==> config.mk <==
export PLATFORM = sky130hd
export DESIGN_NAME = tone_steer_latch
export DESIGN_NICKNAME = d
export VERILOG_FILES = /design/src/rtl/steer_pkg.sv /design/src/rtl/steer_ctrl.sv /design/src/rtl/steer_dpath.sv /design/src/rtl/tone_steer_latch.sv
export SDC_FILE = /design/constraint.sdc
export NUM_CORES = 1
export LEC_CHECK = 0
export BUFFER_PORTS_ARGS = -buffer_cell sky130_fd_sc_hd__buf_2
export CORE_ASPECT_RATIO = 1.2
export CORE_MARGIN = 2
export CORE_UTILIZATION = 55
export DETAILED_ROUTE_END_ITERATION = 8
export GPL_ROUTABILITY_DRIVEN = 0
export GPL_TIMING_DRIVEN = 0
export PLACE_DENSITY = 0.79
export SYNTH_ARGS = -nofsm -noshare
export SYNTH_HDL_FRONTEND = slang
export SYNTH_SLANG_ARGS = --single-unit
==> constraint.sdc <==
create_clock -name clk -period 2.98 [get_ports clk]
set_input_delay 0 -clock clk [delete_from_list [all_inputs] [get_ports clk]]
set_output_delay 0 -clock clk [all_outputs]
set_load 0.01 [all_outputs]
==> src/rtl/steer_pkg.sv <==
`timescale 1ns/1ps
package steer_pkg;
  typedef struct packed {
    logic loadCode;
    logic setStrobe;
    logic clrStrobe;
  } steerCmd_t;

  typedef enum logic [2:0] {
    ST_IDLE, ST_PRES, ST_SETUP, ST_HELD, ST_ABS, ST_RETRY
  } steerState_t;
endpackage

==> src/rtl/steer_ctrl.sv <==
`timescale 1ns/1ps
module steer_ctrl
  import steer_pkg::*;
#(
  parameter int GUARD_W   = 8,
  parameter int SETUP_CYC = 2
) (
  input  logic               clk,
  input  logic               rst,
  input  logic               tickEn,
  input  logic               earlyFlag,
  input  logic [GUARD_W-1:0] presentGuard,
  input  logic [GUARD_W-1:0] absentGuard,
  output steerCmd_t          cmd
);
  localparam int SW = (SETUP_CYC < 2) ? 1 : $clog2(SETUP_CYC + 1);
  localparam logic [SW-1:0] SETUP_LAST = SW'(SETUP_CYC - 1);

  steerState_t        state;
  logic [GUARD_W-1:0] tickCnt;
  logic [SW-1:0]      setupCnt;
  logic               presentHit, absentHit, countingPresent;

  // a guard of zero collapses onto one tick
  assign presentHit = ({1'b0, tickCnt} + 1'b1) >= {1'b0, presentGuard};
  assign absentHit  = ({1'b0, tickCnt} + 1'b1) >= {1'b0, absentGuard};
  assign countingPresent = (state == ST_PRES) || (state == ST_RETRY);

  always_comb begin
    cmd.loadCode  = countingPresent && earlyFlag && tickEn && presentHit;
    cmd.setStrobe = (state == ST_SETUP) && (setupCnt == SETUP_LAST);
    cmd.clrStrobe = (state == ST_ABS) && !earlyFlag && tickEn && absentHit;
  end

  always_ff @(posedge clk) begin
    if (rst) begin
      state    <= ST_IDLE;
      tickCnt  <= '0;
      setupCnt <= '0;
    end else begin
      unique case (state)
        ST_IDLE: if (earlyFlag) begin
          state   <= ST_PRES;
          tickCnt <= '0;
        end
        ST_PRES: begin
          if (!earlyFlag) state <= ST_IDLE;
          else if (tickEn) begin
            if (cmd.loadCode) begin
              state    <= ST_SETUP;
              setupCnt <= '0;
            end else tickCnt <= tickCnt + 1'b1;
          end
        end
        ST_SETUP: begin
          if (cmd.setStrobe) state <= ST_HELD;
          else setupCnt <= setupCnt + 1'b1;
        end
        ST_HELD: if (!earlyFlag) begin
          state   <= ST_ABS;
          tickCnt <= '0;
        end
        ST_ABS: begin
          if (earlyFlag) begin
            state   <= ST_RETRY;
            tickCnt <= '0;
          end else if (tickEn) begin
            if (cmd.clrStrobe) state <= ST_IDLE;
            else tickCnt <= tickCnt + 1'b1;
          end
        end
        ST_RETRY: begin
          if (!earlyFlag) begin
            state   <= ST_ABS;
            tickCnt <= '0;
          end else if (tickEn) begin
            if (cmd.loadCode) state <= ST_HELD;
            else tickCnt <= tickCnt + 1'b1;
          end
        end
        default: state <= ST_IDLE;
      endcase
    end
  end


  present_qual_chk: assert property (@(posedge clk) disable iff (rst)
    cmd.loadCode |-> $past(earlyFlag));


  absent_qual_chk: assert property (@(posedge clk) disable iff (rst)
    cmd.clrStrobe |-> !$past(earlyFlag));


  one_cmd_chk: assert property (@(posedge clk) disable iff (rst)
    $onehot0({cmd.loadCode, cmd.setStrobe, cmd.clrStrobe}));
endmodule

==> src/rtl/steer_dpath.sv <==
`timescale 1ns/1ps
module steer_dpath
  import steer_pkg::*;
#(
  parameter int CODE_W = 4
) (
  input  logic              clk,
  input  logic              rst,
  input  steerCmd_t         cmd,
  input  logic [CODE_W-1:0] codeIn,
  input  logic              outEn,
  output logic [CODE_W-1:0] codeOut,
  output logic              codeOe,
  output logic              strobe
);
  logic [CODE_W-1:0] latchQ;
  logic              strobeQ;

  always_ff @(posedge clk) begin
    if (rst) begin
      latchQ  <= '0;
      strobeQ <= 1'b0;
    end else begin
      if (cmd.loadCode)       latchQ  <= codeIn;
      if (cmd.setStrobe)      strobeQ <= 1'b1;
      else if (cmd.clrStrobe) strobeQ <= 1'b0;
    end
  end

  assign codeOut = latchQ;
  assign codeOe  = outEn;
  assign strobe  = strobeQ;


  setup_before_strobe_chk: assert property (@(posedge clk) disable iff (rst)
    $rose(strobeQ) |-> (!$past(cmd.loadCode) && $stable(latchQ)));


  latch_hold_chk: assert property (@(posedge clk) disable iff (rst)
    !cmd.loadCode |=> $stable(latchQ));


  strobe_keep_chk: assert property (@(posedge clk) disable iff (rst)
    (strobeQ && !cmd.clrStrobe) |=> strobeQ);
endmodule

==> src/rtl/tone_steer_latch.sv <==
`timescale 1ns/1ps
module tone_steer_latch
  import steer_pkg::*;
#(
  parameter int CODE_W    = 4,
  parameter int GUARD_W   = 8,
  parameter int SETUP_CYC = 2
) (
  input  logic               clk,
  input  logic               rst,
  input  logic               tickEn,
  input  logic               earlyFlag,
  input  logic [CODE_W-1:0]  candCode,
  input  logic [GUARD_W-1:0] presentGuard,
  input  logic [GUARD_W-1:0] absentGuard,
  input  logic               outEn,
  output logic [CODE_W-1:0]  codeOut,
  output logic               codeOe,
  output logic               strobe
);
  steerCmd_t cmd;

  steer_ctrl #(.GUARD_W(GUARD_W), .SETUP_CYC(SETUP_CYC)) u_ctrl (
    .clk(clk), .rst(rst), .tickEn(tickEn), .earlyFlag(earlyFlag),
    .presentGuard(presentGuard), .absentGuard(absentGuard), .cmd(cmd)
  );

  steer_dpath #(.CODE_W(CODE_W)) u_dpath (
    .clk(clk), .rst(rst), .cmd(cmd), .codeIn(candCode), .outEn(outEn),
    .codeOut(codeOut), .codeOe(codeOe), .strobe(strobe)
  );
endmodule

==> results.json, run 1 <==
{
  "dp_hpwl_um": 3050,
  "num_rows": 21,
  "clockBufferDepth": 2,
  "final_layout_size_suffix_gt1_share_pct": 30.2,
  "final_nets": 270,
  "slew_headroom_pct": 67.9,
  "die_w_um": 53.8,
  "clk_pin_slew_ps": 100,
  "ios": 31,
  "crit_required_ps": 3220,
  "synth_common_cells": "inv_1 (19), dfxtp_1 (18), ha_1 (18)",
  "clock_sinks": 18,
  "core_area_um2": 2810,
  "grt_pass1_vias": 1594,
  "io_buffers": 28,
  "p_total_w": 0.000499,
  "vias": 1529,
  "finish.utilization_pct": 68.1,
  "syn_nets": 233,
  "r2r_start": "u_ctrl.tickCnt[0]$_SDFFE_PP0P_",
  "grt_remaining_overflow": 0,
  "vias_per_cell": 5.90,
  "clockRootBuffer": "clkbuf_4",
  "synth_flop_cell": "dfxtp_1",
  "first_pass_iters": 5,
  "fin_skew_ps": 1.82,
  "diodes": 0,
  "clock_latency_ps": 300,
  "status": "complete, no violations",
  "p_leak_nw": 0.897,
  "netlist_instances": 190,
  "hold_violations": 0,
  "antenna_found_initial": 0,
  "avgSynthCellArea_um2": 8.63,
  "cts_tree": "yes",
  "max_freq_mhz": 354,
  "ant_nets": 0,
  "powerDensity_nw_per_um2": 261,
  "cp-start-kind": "flop",
  "wire_per_inst_um": 14.9,
  "post-route-period-util_pct": 94.9,
  "cts-htree-levels": 1,
  "fin_tns_setup_ps": 0,
  "grt_max_degree": 11,
  "max_cap_violations": 0,
  "setup-violations-final": 0,
  "hold_ws_ps": 85.9,
  "post_synth_num_cell_types": 58,
  "reg2reg_depth": 10,
  "synth.area.top_cells": "dfxtp_1 (22%), ha_1 (14%), inv_1 (4.4%)",
  "routed_wl_um": 3860,
  "criticalPathCategory": "flop to flop",
  "worst_slew_pin_slew_ps": 482,
  "cts_buffers": 3,
  "die_y_um": 63.8,
  "drc": 0,
  "grt_pass1_wl_um": 6680,
  "yosys.area.top_type": "dfxtp_1",
  "synthArstFlopShare_pct": 0,
  "die-area_um2": 3430,
  "rrSetupSlack_ps": 150,
  "vdd_drop_max_mv": 0.181,
  "cp.arrival_ps": 3070,
  "yosys_warnings": 0,
  "initial_core_util_pct": 58.3,
  "hold_path.startpoint": "rst",
  "drv_slew": 0,
  "ys_seq_area_share_pct": 22.0,
  "synth_area_um2": 1640,
  "reg2reg_to": "u_ctrl.tickCnt[0]$_SDFFE_PP0P_",
  "drt_iter0_markers": 65,
  "holdPathEnd": "u_ctrl.state[1]$_SDFFE_PP0P_",
  "synth_edf_count": 0,
  "track_usage_pct": 25.7,
  "synth_seq_cells": 18,
  "layout_min_cycle_time_ps": 2830,
  "endpoint_kind": "flop",
  "hold_class": "primary input to flop",
  "synth_top_area_share_pct": 22.0,
  "path_max_fanout": 6,
  "synth_most_common_cell": "inv_1",
  "hold_depth": 4,
  "areaGrowthSynthToFinish_pct": 16.8
}
-- power breakdown --
group | leakage [nW] | switching (W) | internal [W]
clock network | 0.0138 | 0.0000768 | 0.0000471
logic | 0.737 | 0.0000738 | 0.0000566
registers | 0.147 | 0.00000224 | 0.000242
-- registers in the layout, summed over array words and instances, names as in the netlist --
signal	flops
u_ctrl.state	3
u_dpath.codeOut	4
u_ctrl.tickCnt	8
u_dpath.strobe	1
u_ctrl.setupCnt	2
-- metal layers --
| metal | track usage, % | share of wire (%) |
|---|---|---|
| met3 | 3.50 | 3.7 |
| met4 | 8.65 | 1.5 |
| met2 | 48.0 | 55 |
| met1 | 28.1 | 40 |
| met5 | 0 | 0 |
-- critical path, cell delays in order, from the launching register on --
cell,delay [ps]
dfxtp_4,400
ha_4,190
nand4_4,150
or3_4,370
nand2_1,110
ha_1,250
and3_1,240
and4_1,230
o31a_1,350
nor3_4,280
mux2_2,190
-- repair_timing --
action	CTS	global route
pin swaps	0	3
setup buffers	0	0
hold buffers	4	0
gates resized for setup	3	5
endpoints found under the setup margin	10	8
hold endpoints to repair	4	0
-- cell families (layout without fill, tap and decap cells) --
| logic type | count (synthesis) | in the layout | synth area share (%) |
|---|---|---|---|
| AO/OA/AOI/OAI | 59 | 59 | 29.0 |
| AND/OR/NAND/NOR | 58 | 58 | 21.7 |
| flip-flops | 18 | 18 | 22.0 |
| XOR/XNOR | 5 | 5 | 2.67 |
| adder cells (fa/ha/maj) | 18 | 18 | 13.7 |
| multiplexers | 6 | 6 | 3.82 |
| buffers and inverters | 26 | 61 | 7.10 |
-- how the worst max path moves through the flow --
stage                              startpoint  slack, ps                             end  cells after the start
2_1_floorplan  u_ctrl.tickCnt[0]$_SDFFE_PP0P_        240  u_ctrl.tickCnt[0]$_SDFFE_PP0P_                     11
3_3_place_gp   u_ctrl.tickCnt[0]$_SDFFE_PP0P_        -20  u_ctrl.tickCnt[0]$_SDFFE_PP0P_                     11
3_5_place_dp   u_ctrl.tickCnt[0]$_SDFFE_PP0P_       -110  u_ctrl.tickCnt[0]$_SDFFE_PP0P_                     11
4_1_cts        u_ctrl.tickCnt[0]$_SDFFE_PP0P_         50  u_ctrl.tickCnt[0]$_SDFFE_PP0P_                     11
5_1_grt        u_ctrl.tickCnt[4]$_SDFFE_PP0P_        -10  u_ctrl.tickCnt[0]$_SDFFE_PP0P_                     11
6_report       u_ctrl.tickCnt[0]$_SDFFE_PP0P_        150  u_ctrl.tickCnt[0]$_SDFFE_PP0P_                     10
-- area by class of cell --
type	count	area [um2]
multi-input cells	146	1190
clock buffers	3	22.5
flip-flops and latches	18	365
plain buffers	7	45.0
repair buffers	32	180
inverters	19	71.3
fillers	232	897
well taps	34	42.5
-- cells in the final DEF (no fill, tap or decap), drive strengths merged, types with 2 or more instances in the layout --
| cell type | instances |
|---|---|
| buf | 34 |
| inv | 19 |
| ha | 18 |
| dfxtp | 18 |
| a21oi | 14 |
| o21ai | 14 |
| nor2 | 13 |
| nand2 | 11 |
| nand3 | 10 |
| nor2b | 7 |
| a21o | 5 |
| o211ai | 4 |
| mux2i | 4 |
| dlygate4sd3 | 4 |
| or2 | 4 |
| clkbuf | 4 |
| xnor2 | 3 |
| a22o | 3 |
| nand4 | 3 |
| and2b | 3 |
| a31oi | 3 |
| and3 | 2 |
| a211oi | 2 |
| a311oi | 2 |
| a2111oi | 2 |
| xor2 | 2 |
| o21a | 2 |
| mux2 | 2 |
-- stage by stage --
step | cell area [um2] | instances | setup slack (ps)
finish | 1910 | 259 | 152
global route | 1910 | 259 | -13.2
CTS | 1890 | 259 | 53.7
detailed placement | 1820 | 252 | -108
global placement | 1820 | 252 | -21.2
floorplan | 1640 | 190 | 242
No activity file was read; power rests on OpenSTA's default activity.
==> run 2, diff against run 1 <==
--- a/config.mk
+++ b/config.mk
@@ -5,6 +5,7 @@
 export SDC_FILE = /design/constraint.sdc
 export NUM_CORES = 1
 export LEC_CHECK = 0
+export ABC_AREA = 1
 export BUFFER_PORTS_ARGS = -buffer_cell sky130_fd_sc_hd__buf_2
 export CORE_ASPECT_RATIO = 1.2
 export CORE_MARGIN = 2
==> run 2 against run 1 <==
Effect of this change:
- design area is 1.4% higher
- first-iteration DRC count decreased by 43%
- power rose by 99%
- register-to-register slack better by 120 ps
- utilization up 0.98 points
- global-route usage fell by 3.1 points
- worst setup slack gained 120 ps
- worst hold slack got worse by 55 ps
- die area shrank 0.92%
- non-clock buffer count fell by 1
- via count increased by 8.4%
==> results.json, run 2 <==
{
  "r2r_start": "u_ctrl.tickCnt[0]$_SDFFE_PP0P_",
  "synth_common_cells": "nand2_1 (69), inv_1 (45), nor2_1 (31)",
  "grt_remaining_overflow": 0,
  "core_area_um2": 2810,
  "synth_seq_cells": 18,
  "mostFrequentLayoutCells": "nand2_1 (69), inv_1 (45), nor2_1 (30), buf_2 (28), nand3_1 (18)",
  "endpoint_kind": "flop",
  "drt_iter0_markers": 37,
  "synth_compound_area_share_pct": 11.8,
  "synthAdderAreaFrac_pct": 13.9,
  "drc": 0,
  "die_w_um": 53.6,
  "final_common_cell": "nand2_1",
  "post_synth_num_cell_types": 30,
  "ys_seq_area_share_pct": 22.2,
  "clock_latency_ps": 310,
  "avgSynthCellArea_um2": 6.31,
  "cpMostUsedCell": "nand2_1",
  "slew_headroom_pct": 60.8,
  "startpoint": "u_ctrl.tickCnt[0]$_SDFFE_PP0P_",
  "cts_tree": "yes",
  "path_max_fanout": 10,
  "synth_edf_count": 0,
  "synth_top_family_by_area": "simple AND/OR/NAND/NOR gates",
  "fin_tns_setup_ps": 0,
  "die_y_um": 63.5,
  "antenna_found_initial": 0,
  "grt_max_degree": 11,
  "criticalPathCategory": "flop to flop",
  "hold_ws_ps": 31.0,
  "grt_pass1_vias": 1447,
  "hold_class": "primary input to flop",
  "max_flop_register": "u_ctrl.tickCnt",
  "powerDensity_nw_per_um2": 511,
  "synth.area.top_cells": "dfxtp_1 (22%), nand2_1 (16%), ha_1 (14%)",
  "hold_violations": 0,
  "vias_per_cell": 5.05,
  "synthXorXnorAreaFrac_pct": 2.70,
  "critical_path.max_stage_delay_ps": 410,
  "syn_nets": 300,
  "status": "complete, no violations",
  "clk_pin_slew_ps": 110,
  "setup-violations-final": 0,
  "yosys_warnings": 0,
  "yosys.area.top_type": "dfxtp_1",
  "synth_most_common_cell": "nand2_1",
  "io_buffers": 28,
  "track_usage_pct": 22.6,
  "final_nets": 338,
  "stdcell_count": 328,
  "layout_min_cycle_time_ps": 2700,
  "cp-start-kind": "flop",
  "cts-htree-levels": 1,
  "clock_sinks": 18,
  "synth.area.mux_share_pct": 0,
  "path_cells": "ha_2, nand3_4, xnor2_4, ha_1, a21oi_1, nand3_1, nand2_1, nand2_1, nand2_1, nand2_1, nand2_1, clkbuf_4, nand3_1, nand2_1, nand2_1, nand2_1, nand2_1, a21oi_2",
  "cts_buffers": 3,
  "synth_flop_cell": "dfxtp_1",
  "first_pass_iters": 4,
  "num_rows": 21,
  "dp_hpwl_um": 2670,
  "grt_pass1_wl_um": 5860,
  "netlist_instances": 257,
  "die-area_um2": 3400,
  "clockBufferDepth": 2,
  "areaGrowthSynthToFinish_pct": 19.7,
  "diodes": 0,
  "crit_path_top_delay_cell": "dfxtp_2",
  "hold_path.startpoint": "rst",
  "p_leak_nw": 1.04,
  "ant_nets": 0,
  "clockRootBuffer": "clkbuf_4",
  "grt_setup_unrepaired": "false",
  "dpl.cell_count": 319,
  "crit_required_ps": 3230,
  "wire_per_inst_um": 10.8,
  "max_cap_violations": 0,
  "routed_wl_um": 3550,
  "largest_register_ffs": 8,
  "fin_skew_ps": 8.87,
  "final_layout_size_suffix_gt1_share_pct": 19.7,
  "synth_area_um2": 1620,
  "post-route-period-util_pct": 90.7,
  "ios": 31,
  "vdd_drop_max_mv": 0.560,
  "initial_core_util_pct": 57.7,
  "synthSimpleGateAreaFrac_pct": 37.3,
  "vias": 1657,
  "drv_slew": 0,
  "worst_slew_pin_slew_ps": 588,
  "synthArstFlopShare_pct": 0,
  "max_freq_mhz": 370,
  "cp.arrival_ps": 2950,
  "synth_top_area_share_pct": 22.2
}
-- run 2: cell count changes after synthesis, moves of 5 or more --
cell / previous run / this run
inv_1: 19 / 45
nand2_1: 9 / 69
nand3_1: 10 / 18
nand4_1: 1 / 6
nor2_1: 13 / 31
nor2b_1: 6 / 0
o21ai_1: 6 / 0
-- run 2: final timing paths --
kind / endpoint / slack (ps) / cells after the start
min: u_ctrl.state[2]$_SDFFE_PP0P_ / 30 / 4
max: u_ctrl.tickCnt[0]$_SDFFE_PP0P_ / 280 / 18
min reg2reg: u_ctrl.setupCnt[1]$_SDFFE_PP0P_ / 460 / 2
max reg2reg: u_ctrl.tickCnt[0]$_SDFFE_PP0P_ / 280 / 18
-- run 2: repair_timing --
action                     CTS  global route
pin swaps                    0             1
setup endpoints to repair    2            11
gates resized for setup      1            10
hold buffers                 4             0
setup buffers                0             1
hold endpoints to repair     4             0
-- run 2: metrics by stage --
step | total power [W] | area [um2] | util, % | setup slack [ps]
2_1_floorplan | 0.000725 | 1620 | - | 548
3_3_place_gp | 0.000828 | 1810 | 64.2 | 43.0
3_5_place_dp | 0.000828 | 1810 | 64.2 | 30.3
4_1_cts | 0.000988 | 1890 | 67.2 | 115
5_1_grt | 0.00108 | 1940 | 69.1 | 0.864
6_report | 0.000991 | 1940 | 69.1 | 277
-- run 2: layout make-up --
type	instances	area [um2]
Tap cell	34	42.5
Clock buffer	4	36.3
Sequential cell	18	364
Inverter	46	173
Multi-Input combinational cell	188	1110
Buffer	5	26.3
Timing Repair Buffer	33	188
Fill cell	267	870
-- run 2: report_power, final --
part | leakage, nW | internal (W) | total (W) | switching (W)
Sequential | 0.147 | 0.000277 | 0.000311 | 0.0000343
Combinational | 0.871 | 0.000174 | 0.000523 | 0.000350
Clock | 0.0210 | 0.0000747 | 0.000157 | 0.0000821
Total | 1.04 | 0.000525 | 0.000991 | 0.000466
-- run 2: cells by family (layout without fill, tap and decap cells) --
family	Yosys count	in the layout
simple gates	134	134
buf+inv	51	88
compound gates	31	31
fa+ha+maj	18	18
flops	18	18
xor+xnor	5	5
-- run 2: per-layer routing --
layer	vias up	share of wire [%]	GRT usage [%]
met1	725	43	26.4
met3	4	3.5	1.66
met4	0	1.3	8.65
met2	32	52	40.9
met5	-	0	0
li1	896	-	-
-- run 2: critical path, delay by kind of cell (launching register included) --
kind,cells,cell delay (ps)
compound gates,2,270
xor+xnor,1,220
fa+ha+maj,2,520
buf+inv,1,200
flops,1,410
simple gates,12,1020
==> run 3, diff against run 2 <==
--- a/config.mk
+++ b/config.mk
@@ -9,11 +9,14 @@
 export BUFFER_PORTS_ARGS = -buffer_cell sky130_fd_sc_hd__buf_2
 export CORE_ASPECT_RATIO = 1.2
 export CORE_MARGIN = 2
-export CORE_UTILIZATION = 55
+export CORE_UTILIZATION = 57
+export CTS_BUF_LIST = sky130_fd_sc_hd__clkbuf_8
 export DETAILED_ROUTE_END_ITERATION = 8
 export GPL_ROUTABILITY_DRIVEN = 0
 export GPL_TIMING_DRIVEN = 0
-export PLACE_DENSITY = 0.79
+export PLACE_DENSITY = 0.82
+export RECOVER_POWER = 100
+export SLEW_MARGIN = 20
 export SYNTH_ARGS = -nofsm -noshare
 export SYNTH_HDL_FRONTEND = slang
 export SYNTH_SLANG_ARGS = --single-unit
==> run 3 against run 2 <==
Effect of this change:
- clock-buffer cell count unchanged
- sequential cell count unchanged
- highest routed layer unchanged
- power up 4.0%
- worst setup slack worse by 52 ps
- via count down 1.6%
- critical endpoint is now u_ctrl.tickCnt[7]$_SDFFE_PP0P_
- final cell count down 1.5%
- combinational power about the same
- die area down 3.3%
- non-clock buffer count down 5
- clock skew up 2.5 ps
- worst hold slack worse by 29 ps
==> results.json, run 3 (synthesis results as in run 2) <==
{
  "fillers": 268,
  "cts_buffers": 3,
  "ant_nets": 0,
  "post_cts_buffers": 0,
  "regArea_um2": 362,
  "io_buffers": 28,
  "vdd_drop_max_mv": 0.579,
  "die_w_um": 52.7,
  "num_rows": 21,
  "dp_slack_ps": 29.5,
  "grt_util_met2_pct": 39.5,
  "p_total_w": 0.00103,
  "grt_pass1_wl_um": 5700,
  "max_freq_mhz": 363,
  "holdPathEnd": "u_dpath.codeOut[2]$_SDFFE_PP0P_",
  "vias_per_cell": 5.05,
  "critical_path.max_stage_delay_ps": 400,
  "final_layout_size_suffix_gt1_share_pct": 14.5,
  "dp_hpwl_um": 2620,
  "reg2reg_depth": 18,
  "first_pass_iters": 4,
  "final_common_cell": "nand2_1",
  "max_flop_register": "u_ctrl.tickCnt",
  "routed_wl_um": 3290,
  "r2r_start": "u_ctrl.tickCnt[0]$_SDFFE_PP0P_",
  "mostFrequentLayoutCells": "nand2_1 (70), inv_1 (45), nor2_1 (31), buf_2 (23)",
  "grt_pass1_vias": 1465,
  "clock_latency_ps": 260,
  "crit_required_ps": 3160,
  "hold_path.startpoint": "candCode[2]",
  "powerDensity_nw_per_um2": 556,
  "use_met3_pct": 2.15,
  "status": "complete, no violations",
  "areaGrowthSynthToFinish_pct": 14.3,
  "max_cap_violations": 0,
  "grt_remaining_overflow": 0,
  "slew_headroom_pct": 65.1,
  "worst_slew_pin_slew_ps": 524,
  "antenna_found_initial": 0,
  "hold_class": "primary input to flop",
  "clockBufferDepth": 2,
  "diodes": 0,
  "die-area_um2": 3290,
  "path_cells": "ha_1, nand3_2, xnor2_2, ha_1, a21oi_1, nand3_1, nand2_1, nand2_1, nand2_1, nand2_1, nand2_1, buf_2, nand3_1, nand2_1, nand2_1, nand2_1, nand2_1, a21oi_1",
  "grt_max_degree": 11,
  "layout_min_cycle_time_ps": 2760,
  "cts_tree": "yes",
  "startpoint": "u_ctrl.tickCnt[0]$_SDFFE_PP0P_",
  "multi_input_area_um2": 1070,
  "drv_slew": 0,
  "clock_sinks": 18,
  "cts-htree-levels": 1,
  "initial_core_util_pct": 58.8,
  "path_max_fanout": 10,
  "reg2reg_to": "u_ctrl.tickCnt[7]$_SDFFE_PP0P_",
  "finish.utilization_pct": 67.3,
  "criticalPathCategory": "flop to flop",
  "grt-busiest-layer": "met2",
  "use_met1_pct": 25.8,
  "crit_path_top_delay_cell": "dfxtp_2",
  "core_area_um2": 2760,
  "final_nets": 333,
  "drt_iter0_markers": 29,
  "largest_register_ffs": 8,
  "worst_slack_ps": 225,
  "cpMostUsedCell": "nand2_1",
  "die_y_um": 62.5,
  "drc": 0,
  "track_usage_pct": 22.0,
  "vias": 1630,
  "clockRootBuffer": "clkbuf_8",
  "grt_setup_unrepaired": "false",
  "hold_violations": 0,
  "fin_skew_ps": 11.3,
  "fin_tns_setup_ps": 0,
  "cp.arrival_ps": 2930,
  "cp-start-kind": "flop",
  "ios": 31,
  "p_leak_nw": 1.00,
  "setup-violations-final": 0,
  "clk_pin_slew_ps": 80,
  "wire_per_inst_um": 10.2,
  "hold_depth": 3,
  "rrSetupSlack_ps": 220,
  "post-route-period-util_pct": 92.5,
  "endpoint_kind": "flop"
}
## run 3: what timing repair did
action,4_1_cts,5_1_grt
endpoints found under the setup margin,3,8
hold buffers,0,0
gates resized for setup,1,2
## run 3: area by class of cell
class	instances	area share (%)
multi-input combinational	188	57.5
sequential	18	19.5
inverter	46	9.31
timing repair buffer	28	7.15
clock buffer	4	2.97
tap	34	2.29
buffer	5	1.28
## run 3: where the power goes
group,internal (W),switching [W]
Combinational,0.000169,0.000352
Sequential,0.000277,0.0000324
Clock,0.000117,0.0000830
## run 3: worst max-delay path, delay by kind of cell (launching register included)
kind                       cells  cell delay, ps
xor gates and xnor gates       1             260
DFF                            1             400
adders and majority gates      2             500
AOI/OAI and AO/OA              2             280
buffers and inverters          1             220
and+or+nand+nor               12            1010
## run 3: how the worst max path moves through the flow
stage,to,cells past startpoint,slack [ps]
2_1_floorplan,u_ctrl.tickCnt[7]$_SDFFE_PP0P_,20,550
3_3_place_gp,u_ctrl.tickCnt[7]$_SDFFE_PP0P_,18,60
3_5_place_dp,u_ctrl.tickCnt[7]$_SDFFE_PP0P_,18,30
4_1_cts,u_ctrl.tickCnt[7]$_SDFFE_PP0P_,17,110
5_1_grt,u_ctrl.tickCnt[0]$_SDFFE_PP0P_,18,10
6_report,u_ctrl.tickCnt[7]$_SDFFE_PP0P_,18,220
## run 3: per-layer routing
metal / share of wire [%] / vias to the layer above
li1: - / 882
met1: 45 / 710
met2: 51 / 34
met3: 4.0 / 4
met4: 0.70 / 0
met5: 0 / -
## run 3: stage by stage
| step | instance area, um2 | hold WS [ps] | cells |
|---|---|---|---|
| 2_1_floorplan | 1620 | 91.8 | 257 |
| 3_3_place_gp | 1810 | 184 | 319 |
| 3_5_place_dp | 1810 | 186 | 319 |
| 4_1_cts | 1870 | 4.04 | 323 |
| 5_1_grt | 1860 | 43.3 | 323 |
| 6_report | 1860 | 2.20 | 323 |
